===== src/rtl/keypad_pkg.sv =====
package keypad_pkg;

  // Strobes from the control FSM to the datapath.
  typedef struct packed {
    logic advCol;     // step to the next column
    logic loadCand;   // capture the lowest closed row as candidate
    logic clrCnt;     // zero the debounce counter
    logic incCnt;     // count one more tick
    logic latchCode;  // accept candidate: latch code, pulse strobe
  } kpCtrl_t;

  typedef enum logic [1:0] {
    ST_SCAN  = 2'd0,
    ST_CHECK = 2'd1,
    ST_HELD  = 2'd2
  } kpState_t;

endpackage


===== src/rtl/kp_datapath.sv =====
module kp_datapath
  import keypad_pkg::*;
#(
  parameter int ROWS = 4,
  parameter int COLS = 4,
  parameter int TICK_DIV = 4,
  parameter int DEBOUNCE_TICKS = 5,
  localparam int ROW_W = $clog2(ROWS),
  localparam int COL_W = $clog2(COLS),
  localparam int CODE_W = $clog2(ROWS * COLS)
) (
  input  logic              clk,
  input  logic              rstN,
  input  logic [ROWS-1:0]   rowIn,
  input  kpCtrl_t           ctrl,
  output logic              tick,
  output logic              anyLow,
  output logic              candLow,
  output logic              cntDone,
  output logic [COLS-1:0]   colDrvN,
  output logic [CODE_W-1:0] keyCode,
  output logic              keyStrobe
);

  localparam int TCK_W = $clog2(TICK_DIV);
  localparam int CNT_W = $clog2(DEBOUNCE_TICKS + 1);

  logic [TCK_W-1:0] tickCnt;
  logic [ROWS-1:0]  rowSync1, rowSync2;
  logic [COL_W-1:0] colIdx;
  logic [ROW_W-1:0] candRow, firstLow;
  logic [CNT_W-1:0] debCnt;

  // Shared time base: one tick every TICK_DIV cycles.
  always_ff @(posedge clk) begin
    if (!rstN) tickCnt <= '0;
    else if (tick) tickCnt <= '0;
    else tickCnt <= tickCnt + 1'b1;
  end
  assign tick = (tickCnt == TCK_W'(TICK_DIV - 1));

  // Two-stage row synchronizer, idle value is all ones (pulled up).
  always_ff @(posedge clk) begin
    if (!rstN) begin
      rowSync1 <= '1;
      rowSync2 <= '1;
    end else begin
      rowSync1 <= rowIn;
      rowSync2 <= rowSync1;
    end
  end

  assign anyLow = ~&rowSync2;

  // Lowest closed row wins.
  always_comb begin
    firstLow = '0;
    for (int r = ROWS - 1; r >= 0; r--)
      if (!rowSync2[r]) firstLow = ROW_W'(r);
  end

  // Column pointer and one-hot-low column drive.
  always_ff @(posedge clk) begin
    if (!rstN) colIdx <= '0;
    else if (ctrl.advCol) begin
      if (colIdx == COL_W'(COLS - 1)) colIdx <= '0;
      else colIdx <= colIdx + 1'b1;
    end
  end

  for (genvar c = 0; c < COLS; c++) begin : g_colDrv
    assign colDrvN[c] = (colIdx != COL_W'(c));
  end

  // Candidate row and debounce counter.
  always_ff @(posedge clk) begin
    if (!rstN) candRow <= '0;
    else if (ctrl.loadCand) candRow <= firstLow;
  end
  assign candLow = ~rowSync2[candRow];

  always_ff @(posedge clk) begin
    if (!rstN) debCnt <= '0;
    else if (ctrl.clrCnt) debCnt <= '0;
    else if (ctrl.incCnt) debCnt <= debCnt + 1'b1;
  end
  assign cntDone = (debCnt == CNT_W'(DEBOUNCE_TICKS - 1));

  // Code register and acceptance strobe.
  always_ff @(posedge clk) begin
    if (!rstN) begin
      keyCode   <= '0;
      keyStrobe <= 1'b0;
    end else begin
      keyStrobe <= ctrl.latchCode;
      if (ctrl.latchCode)
        keyCode <= CODE_W'(colIdx) * CODE_W'(ROWS) + CODE_W'(candRow);
    end
  end

  // only one column is ever driven
  a_r1_one_column: assert property (@(posedge clk) disable iff (!rstN)
    $countones(~colDrvN) == 1);

  // the debounce counter never runs past its limit
  a_r3_cnt_bounded: assert property (@(posedge clk) disable iff (!rstN)
    debCnt < CNT_W'(DEBOUNCE_TICKS));

endmodule


===== src/rtl/kp_control.sv =====
module kp_control
  import keypad_pkg::*;
(
  input  logic    clk,
  input  logic    rstN,
  input  logic    tick,
  input  logic    anyLow,
  input  logic    candLow,
  input  logic    cntDone,
  output kpCtrl_t ctrl,
  output logic    keyValid
);

  kpState_t state, nextState;

  always_ff @(posedge clk) begin
    if (!rstN) state <= ST_SCAN;
    else state <= nextState;
  end

  always_comb begin
    ctrl      = '0;
    nextState = state;
    if (tick) begin
      case (state)
        ST_SCAN: begin
          if (anyLow) begin
            ctrl.loadCand = 1'b1;
            ctrl.clrCnt   = 1'b1;
            nextState     = ST_CHECK;
          end else begin
            ctrl.advCol = 1'b1;
          end
        end
        ST_CHECK: begin
          if (!candLow) begin
            ctrl.advCol = 1'b1;
            nextState   = ST_SCAN;
          end else if (cntDone) begin
            ctrl.latchCode = 1'b1;
            ctrl.clrCnt    = 1'b1;
            nextState      = ST_HELD;
          end else begin
            ctrl.incCnt = 1'b1;
          end
        end
        ST_HELD: begin
          if (candLow) begin
            ctrl.clrCnt = 1'b1;
          end else if (cntDone) begin
            ctrl.advCol = 1'b1;
            nextState   = ST_SCAN;
          end else begin
            ctrl.incCnt = 1'b1;
          end
        end
        default: nextState = ST_SCAN;
      endcase
    end
  end

  assign keyValid = (state == ST_HELD);

  // no column step while a candidate is under test and still closed
  a_r6_hold_column: assert property (@(posedge clk) disable iff (!rstN)
    (state == ST_CHECK && candLow) |-> !ctrl.advCol);

  // acceptance only follows a debounce check
  a_r3_accept_path: assert property (@(posedge clk) disable iff (!rstN)
    $rose(keyValid) |-> $past(state) == ST_CHECK);

endmodule


===== src/rtl/keypad_scanner.sv =====
module keypad_scanner
  import keypad_pkg::*;
#(
  parameter int ROWS = 4,
  parameter int COLS = 4,
  parameter int TICK_DIV = 4,
  parameter int DEBOUNCE_TICKS = 5,
  localparam int CODE_W = $clog2(ROWS * COLS)
) (
  input  logic              clk,
  input  logic              rstN,
  input  logic [ROWS-1:0]   rowIn,
  output logic [COLS-1:0]   colDrvN,
  output logic [CODE_W-1:0] keyCode,
  output logic              keyValid,
  output logic              keyStrobe
);

  kpCtrl_t ctrl;
  logic    tick, anyLow, candLow, cntDone;

  kp_datapath #(
    .ROWS(ROWS), .COLS(COLS), .TICK_DIV(TICK_DIV), .DEBOUNCE_TICKS(DEBOUNCE_TICKS)
  ) i_datapath (
    .clk(clk), .rstN(rstN), .rowIn(rowIn), .ctrl(ctrl),
    .tick(tick), .anyLow(anyLow), .candLow(candLow), .cntDone(cntDone),
    .colDrvN(colDrvN), .keyCode(keyCode), .keyStrobe(keyStrobe)
  );

  kp_control i_control (
    .clk(clk), .rstN(rstN), .tick(tick), .anyLow(anyLow),
    .candLow(candLow), .cntDone(cntDone), .ctrl(ctrl), .keyValid(keyValid)
  );

  // strobe lasts one cycle
  a_r4_strobe_single: assert property (@(posedge clk) disable iff (!rstN)
    keyStrobe |=> !keyStrobe);

  // strobe only with the flag raised
  a_r4_strobe_valid: assert property (@(posedge clk) disable iff (!rstN)
    keyStrobe |-> keyValid);

  // the code holds steady through a hold
  a_r7_code_stable: assert property (@(posedge clk) disable iff (!rstN)
    (keyValid && $past(keyValid)) |-> $stable(keyCode));

  // the column is frozen through a hold
  a_r6_col_frozen: assert property (@(posedge clk) disable iff (!rstN)
    (keyValid && $past(keyValid)) |-> $stable(colDrvN));

endmodule


===== config.mk =====
export PLATFORM = sky130hd
export DESIGN_NAME = keypad_scanner
export DESIGN_NICKNAME = d
export VERILOG_FILES = /design/src/rtl/keypad_pkg.sv /design/src/rtl/kp_datapath.sv /design/src/rtl/kp_control.sv /design/src/rtl/keypad_scanner.sv
export SDC_FILE = /design/constraint.sdc
export NUM_CORES = 1
export LEC_CHECK = 0
export BUFFER_PORTS_ARGS = -buffer_cell sky130_fd_sc_hd__buf_2
export CAP_MARGIN = 30
export CELL_PAD_IN_SITES_DETAIL_PLACEMENT = 1
export CELL_PAD_IN_SITES_GLOBAL_PLACEMENT = 1
export CORE_AREA = 2 2 58 60
export CTS_CLUSTER_DIAMETER = 100
export CTS_CLUSTER_SIZE = 10
export DETAILED_ROUTE_END_ITERATION = 12
export DIE_AREA = 0 0 60 62
export GPL_TIMING_DRIVEN = 0
export HOLD_SLACK_MARGIN = 0.08
export PLACE_DENSITY_LB_ADDON = 0.1
export SYNTH_ARGS = -nofsm -noshare
export SYNTH_HDL_FRONTEND = slang
export SYNTH_HIERARCHICAL = 1
export SYNTH_SLANG_ARGS = --single-unit
export TNS_END_PERCENT = 100

===== constraint.sdc =====
create_clock -name clk -period 1.9 [get_ports clk]
set_input_delay 0.19 -clock clk [delete_from_list [all_inputs] [get_ports clk]]
set_output_delay 0.19 -clock clk [all_outputs]
set_load 0.005 [all_outputs]

==> results of run 1 <==
-- final timing paths --
kind / start / endpoint / slack (ps) / depth (start not counted)
max: i_datapath/candRow[1] / i_datapath/debCnt[2] / 140 / 7
min: rstN / i_control/state[0] / 190 / 3
max reg2reg: i_datapath/candRow[1] / i_datapath/debCnt[2] / 140 / 7
min reg2reg: i_datapath/rowSync1[2] / i_datapath/rowSync2[2] / 420 / 1
-- sequential cells by signal, indices dropped and copies added, names as in the netlist --
register,count
i_datapath/colIdx,2
i_datapath/rowSync1,4
i_datapath/keyStrobe,1
i_datapath/tickCnt,2
i_control/state,2
i_datapath/debCnt,3
i_datapath/candRow,2
i_datapath/keyCode,4
i_datapath/rowSync2,4
-- Yosys cell counts --
cell type	number	area share, %
a21o_1	1	0.64
a21oi_1	2	0.86
a21oi_2	1	0.75
a22oi_1	1	0.64
a31o_2	1	0.75
a41o_1	1	0.86
and2_1	2	1.1
and3_1	2	1.1
and3b_1	3	2.3
and4_2	1	0.86
buf_2	1	0.43
clkbuf_1	1	0.32
clkbuf_4	1	0.64
dfxtp_1	24	41
ha_1	14	15
inv_1	13	4.2
mux2i_1	9	7.7
mux4_2	1	1.9
nand2_1	6	1.9
nand2b_1	9	4.8
nand3_1	1	0.43
nand4_1	2	1.1
nor2_1	4	1.3
nor2b_1	5	2.7
nor3_1	1	0.43
nor3b_1	2	1.3
o2111ai_2	1	1.3
o21a_1	1	0.64
o21ai_0	2	0.86
or2b_1	1	0.64
xnor2_1	1	0.75
xor2_1	1	0.75
-- power breakdown --
part           total [uW]  internal (uW)  switching [uW]  leakage (uW)
Combinational        77.5           40.8            36.8      0.000407
Clock                 378            213             164     0.0000279
Sequential            527            518            9.25      0.000197
-- per-layer routing --
| metal | GRT usage [%] | vias up | wire [um] |
|---|---|---|---|
| li1 | - | 433 | - |
| met1 | 15.4 | 406 | 979 |
| met2 | 22.5 | 11 | 1100 |
| met3 | 1.86 | 2 | 40 |
| met4 | 6.67 | 0 | 23 |
| met5 | 0 | - | 0 |
-- layout make-up --
type	count	share of cell area, %
clock buffers	3	1.59
inverters	13	3.62
multi-input cells	76	44.2
repair buffers	21	9.17
well taps	46	4.06
flip-flops and latches	24	34.1
clock inverters	1	2.12
plain buffers	3	1.15
-- stage by stage --
stage          util (%)  total power, uW  TNS, ps
3_3_place_gp       40.9              605     -281
4_1_cts            44.0              998        0
6_report           44.6              982        0
2_1_floorplan         -              586        0
5_1_grt            44.6             1030        0
3_5_place_dp       40.9              609     -396
-- cell families (layout without fill, tap and decap cells) --
group / count (synthesis) / after routing / synth area share [%]
flip-flops: 24 / 24 / 41.2
multiplexers: 10 / 10 / 9.65
AND/OR/NAND/NOR: 39 / 39 / 19.8
AO/OA/AOI/OAI: 11 / 11 / 7.29
adder cells (fa/ha/maj): 14 / 14 / 15.0
XOR/XNOR: 2 / 2 / 1.50
buffers and inverters: 16 / 41 / 5.57
-- tightest hold or removal path: stages --
cell and delay, ps:
buf_2 160, nand2_1 80, mux2i_1 60
-- what timing repair did --
action                                 4_1_cts  5_1_grt
setup endpoints to repair                    6        7
hold buffers                                 4        0
pin swaps                                    1        2
setup buffers                                0        2
endpoints found under the hold margin        4        0
gates resized for setup                      2        3
==> metrics.csv, run 1 <==
stage,metric,value,unit
timing,slew_viol_final,0,
worst_setup_path,path_max_fanout,5,
placement,port_buffers,15,
clock_network,cts_tree,yes,
synthesis,syn-num-nets,136,
timing,fin_crit,1760,ps
synthesis,synth_cell_types,32,
final_layout,antennaDiodeCount,0,
worst_setup_path,path_cells,mux4_2 > inv_4 > mux2i_1 > nor3_2 > nand2_1 > xor2_1 > nor2_1,
final_layout,fin_cells,187,
floorplan,core-area,0.00318,mm2
clock_network,cts_root_buf,clkbuf_4,
worst_setup_path,startpoint_type,register,
final_layout,final_common_cell,dfxtp_1,
floorplan,die_area,0.00372,mm2
synthesis,yosysSeqAreaShare,41.2,%
route,drc_errors,0,
pwr,vdd_drop_max,0.286,mV
final_layout,regArea,484,um2
final_layout,fillCellCount,368,
global_route,grt_pass1_wl,3560,um
timing,hold_viol_final,0,
synthesis,netlist_area,0.00117,mm2
worst_setup_path,cpPeakStageDelay,520,ps
final_layout,multiInputGateArea,627,um2
worst_setup_path,path_delay_family,multiplexers,
job,maxCapViolations,0,
global_route,antenna_found_initial,0,
timing,worst_slack,138,ps
clock_network,clk_latency,320,ps
clock_network,cts_made_buffers,3,
route,drtIter0Drc,13,
placement,place_congestion,0.716,
route,wire_per_inst,11.5,um
clock_network,clk_path_buf_depth,2,
route,wl,2140,um
global_route,grtUsageTotal,12.9,%
timing,finalSetupViolations,0,
global_route,grt_pass1_vias,816,
worst_setup_path,cp.arrival,2040,ps
final_layout,final_layout_size_suffix_gt1_share,22.0,%
pwr,p_leak,0.000632,uW
worst_setup_path,cp_num_buf_inv,1,
timing,min_period_over_period,92.7,%
pwr,power_density,692,mW/mm2
final_layout,layout.nets,162,
final_layout,postLayoutCellArea,0.00142,mm2
placement,pre_cts_ws,-183,ps
placement,hpwl,1590,um
floorplan,die_x,60,um
timing,worst_slew_pin_slew,326,ps
placement,placed_cells,177,
synthesis,syn_inst,116,
worst_setup_path,crit_slowest_cell,mux4_2,
route,vias_per_cell,4.56,
placement,place_area,0.00130,mm2
floorplan,rows,21,
worst_setup_path,worstPathRequired,2180,ps
timing,final.setup_skew,12.6,ps
timing,rsz0062_at_grt,false,
route,first_pass_iters,3,
route,ant_nets,0,
synthesis,syn_area_per_cell,10.1,um2
floorplan,io_pins,16,
clock_network,h-tree-depth,1,
hold_path,hold_class,input port to register,
global_route,grt_max_degree,15,
synthesis,ys_warn_count,6,
timing,relSlewSlack,78.3,%
synthesis,synth-seq-cells,24,
outcome,status,"complete, no violations",
clock_network,clk_pin_slew,150,ps
floorplan,start_util,36.7,%
final_layout,final_cell_mix,"dfxtp_1, buf_2, ha_1",
global_route,grt_overflow,0,
timing,fmax,0.568,GHz
worst_setup_path,crit_type,register to register,
route,vias,852,
final_layout,area.growth.synth_to_final,21.5,%
worst_setup_path,cp-end-kind,register,
clock_network,cts.sinks,24,
timing,whs,192,ps
floorplan,die_h,62,um
No activity file was read; power rests on OpenSTA's default activity.
==> inputs of run 2 (changes only) <==
GPL_TIMING_DRIVEN = not set   (was 0)
==> run 2 against run 1 <==
Total power shrank 0.80%. Combinational power down 4.6%. Critical path type unchanged. Flip-flop and latch count stayed put. Sequential power about the same. Sequential share of layout area up 0.46 points.
==> metrics.csv, run 2 (same netlist as run 1, synthesis figures left out) <==
stage,metric,value,unit,change
worst_setup_path,startpoint_type,register,,
clock_network,cts_made_buffers,3,,unchanged
worst_setup_path,path_cells,mux4_2 > inv_2 > mux2i_1 > nor3_1 > buf_4 > nand2_1 > xor2_1 > nor2_1,,
final_layout,layout.nets,159,,-1.9%
clock_network,cts_tree,yes,,
global_route,grt_pass1_vias,882,,+8.1%
route,first_pass_iters,2,,-1
timing,fin_crit,1780,ps,+13.8 ps
timing,hold_viol_final,0,,unchanged
global_route,grt_overflow,0,,unchanged
final_layout,final_common_cell,dfxtp_1,,
route,vias_per_cell,4.58,,+0.44%
pwr,comb_power_share,7.6,%,-0.3 points
timing,relSlewSlack,72.6,%,-5.7 points
floorplan,start_util,36.7,%,unchanged
route,drtIter0Drc,8,,-5
timing,min_period_over_period,93.5,%,+0.73 points
worst_setup_path,path_max_fanout,5,,unchanged
worst_setup_path,reg2regPathDepth,8,,+1
route,drc_errors,0,,unchanged
worst_setup_path,cp.arrival,2000,ps,-40 ps
floorplan,die_x,60,um,unchanged
pwr,sequentialPowerShare,54.2,%,+0.5 points
worst_setup_path,critical_path_depth,8,,+1
global_route,grt_max_degree,27,,+12
worst_setup_path,path_delay_family,multiplexers,,
clock_network,h-tree-depth,1,,unchanged
placement,place_congestion,0.744,,+3.9%
timing,tns,0,ps,unchanged
pwr,vdd_drop_max,0.420,mV,+47%
timing,worst_slew_pin_slew,412,ps,+85.7 ps
floorplan,die_area,0.00372,mm2,unchanged
global_route,grt_pass1_wl,3850,um,+8.1%
outcome,status,"complete, no violations",,
final_layout,final_util,43.8,%,-0.83 points
pwr,p_leak,0.000620,uW,-1.8%
route,wl,2130,um,-0.75%
worst_setup_path,cp-end-kind,register,,
floorplan,die_h,62,um,unchanged
route,wire_per_inst,11.6,um,+0.87%
pwr,p_int,770,uW,-0.23%
clock_network,clk_pin_slew,140,ps,about the same
final_layout,area.growth.synth_to_final,19.3,%,
route,met3WireLength,45,um,+13%
placement,hpwl,1600,um,about the same
pwr,swShare,21.0,%,-0.45 points
timing,rsz0062_at_grt,false,,
floorplan,rows,21,,unchanged
timing,final.setup_skew,2.91,ps,-9.67 ps
placement,pre_cts_ws,39.3,ps,+222 ps
pwr,netSwitchingPower,204,uW,-2.9%
clock_network,clk_latency,310,ps,about the same
final_layout,final_layout_size_suffix_gt1_share,20.3,%,-1.7 points
timing,whs,254,ps,+61.7 ps
timing,finalSetupViolations,0,,unchanged
placement,port_buffers,15,,unchanged
worst_setup_path,worstPathRequired,2120,ps,-60 ps
clock_network,cts.sinks,24,,unchanged
hold_path,hold_class,input port to register,,
final_layout,final_cell_mix,"dfxtp_1, buf_2, ha_1",,
final_layout,largest_registers,"i_datapath/keyCode x4, i_datapath/rowSync1 x4, i_datapath/rowSync2 x4",,
job,maxCapViolations,0,,unchanged
clock_network,clk_path_buf_depth,2,,unchanged
route,top_layer_used,met4,,
floorplan,io_pins,16,,unchanged
pwr,pwr-share-clk,38.2,%,-0.2 points
pwr,power_density,700,mW/mm2,+1.1%
worst_setup_path,crit_type,register to register,,
clock_network,postCtsSetupBuffers,0,,unchanged
worst_setup_path,cp_num_buf_inv,2,,+1
floorplan,core-area,0.00318,mm2,unchanged
final_layout,antennaDiodeCount,0,,unchanged
route,ant_nets,0,,unchanged
route,drt-met1-wl,873,um,-11%
route,vias,842,,-1.2%
worst_setup_path,crit_slowest_cell,mux4_2,,
clock_network,cts_root_buf,clkbuf_4,,
route,routed-wl-met2,1170,um,+6.6%
global_route,grtUsageTotal,13.7,%,+0.82 points
timing,fmax,0.563,GHz,-0.78%
worst_setup_path,cpPeakStageDelay,500,ps,-20 ps
global_route,antenna_found_initial,0,,unchanged
hold_path,min_path_cells,2,,-1
timing,slew_viol_final,0,,unchanged
timing,worst_slack,124,ps,-13.8 ps
[run 2: area by class of cell]
type                    instances  area (um2)
clock buffers                   3        22.5
clock inverters                 1        30.0
fillers                       387        1790
multi-input cells              76         622
flip-flops and latches         24         482
inverters                      13        48.8
repair buffers                 21         130
well taps                      46        57.6
[run 2: routing by layer]
metal	global-route usage, %	vias to the layer above
li1	-	426
met1	15.6	399
met2	24.7	13
met3	2.69	4
met4	6.35	0
met5	0	-
[run 2: what timing repair did]
action	4_1_cts	5_1_grt
endpoints found under the hold margin	4	0
hold buffers	4	0
setup endpoints to repair	0	6
gates resized for setup	0	2
[run 2: path summary, 6_finish.rpt]
check | startpoint | endpoint | slack (ps)
max | i_datapath/candRow[1] | i_datapath/debCnt[2] | 120
min | rstN | i_datapath/rowSync2[2] | 250
max reg2reg | i_datapath/candRow[1] | i_datapath/debCnt[2] | 120
min reg2reg | i_datapath/rowSync1[2] | i_datapath/rowSync2[2] | 430
[run 2: power by group through the flow]
stage               Clock (uW)  Combinational [uW]  Sequential, uW
floorplan                    0                49.2             537
global placement             0                65.9             539
detailed placement           0                68.6             540
CTS                        387                75.7             529
global route               413                86.7             530
finish                     372                73.9             528
[run 2: per-stage QoR]
stage,area [um2],total power (uW),cells
2_1_floorplan,1170,586,116
3_3_place_gp,1300,605,176
3_5_place_dp,1300,608,176
4_1_cts,1390,992,184
5_1_grt,1390,1030,184
6_report,1390,974,184
[run 2: worst register-to-register path, delay by kind of cell, from the launching register on]
family,cells,cell delay (ps)
flip-flops,1,380
AND/OR/NAND/NOR,3,200
buffers and inverters,2,260
multiplexers,2,690
XOR/XNOR,1,160
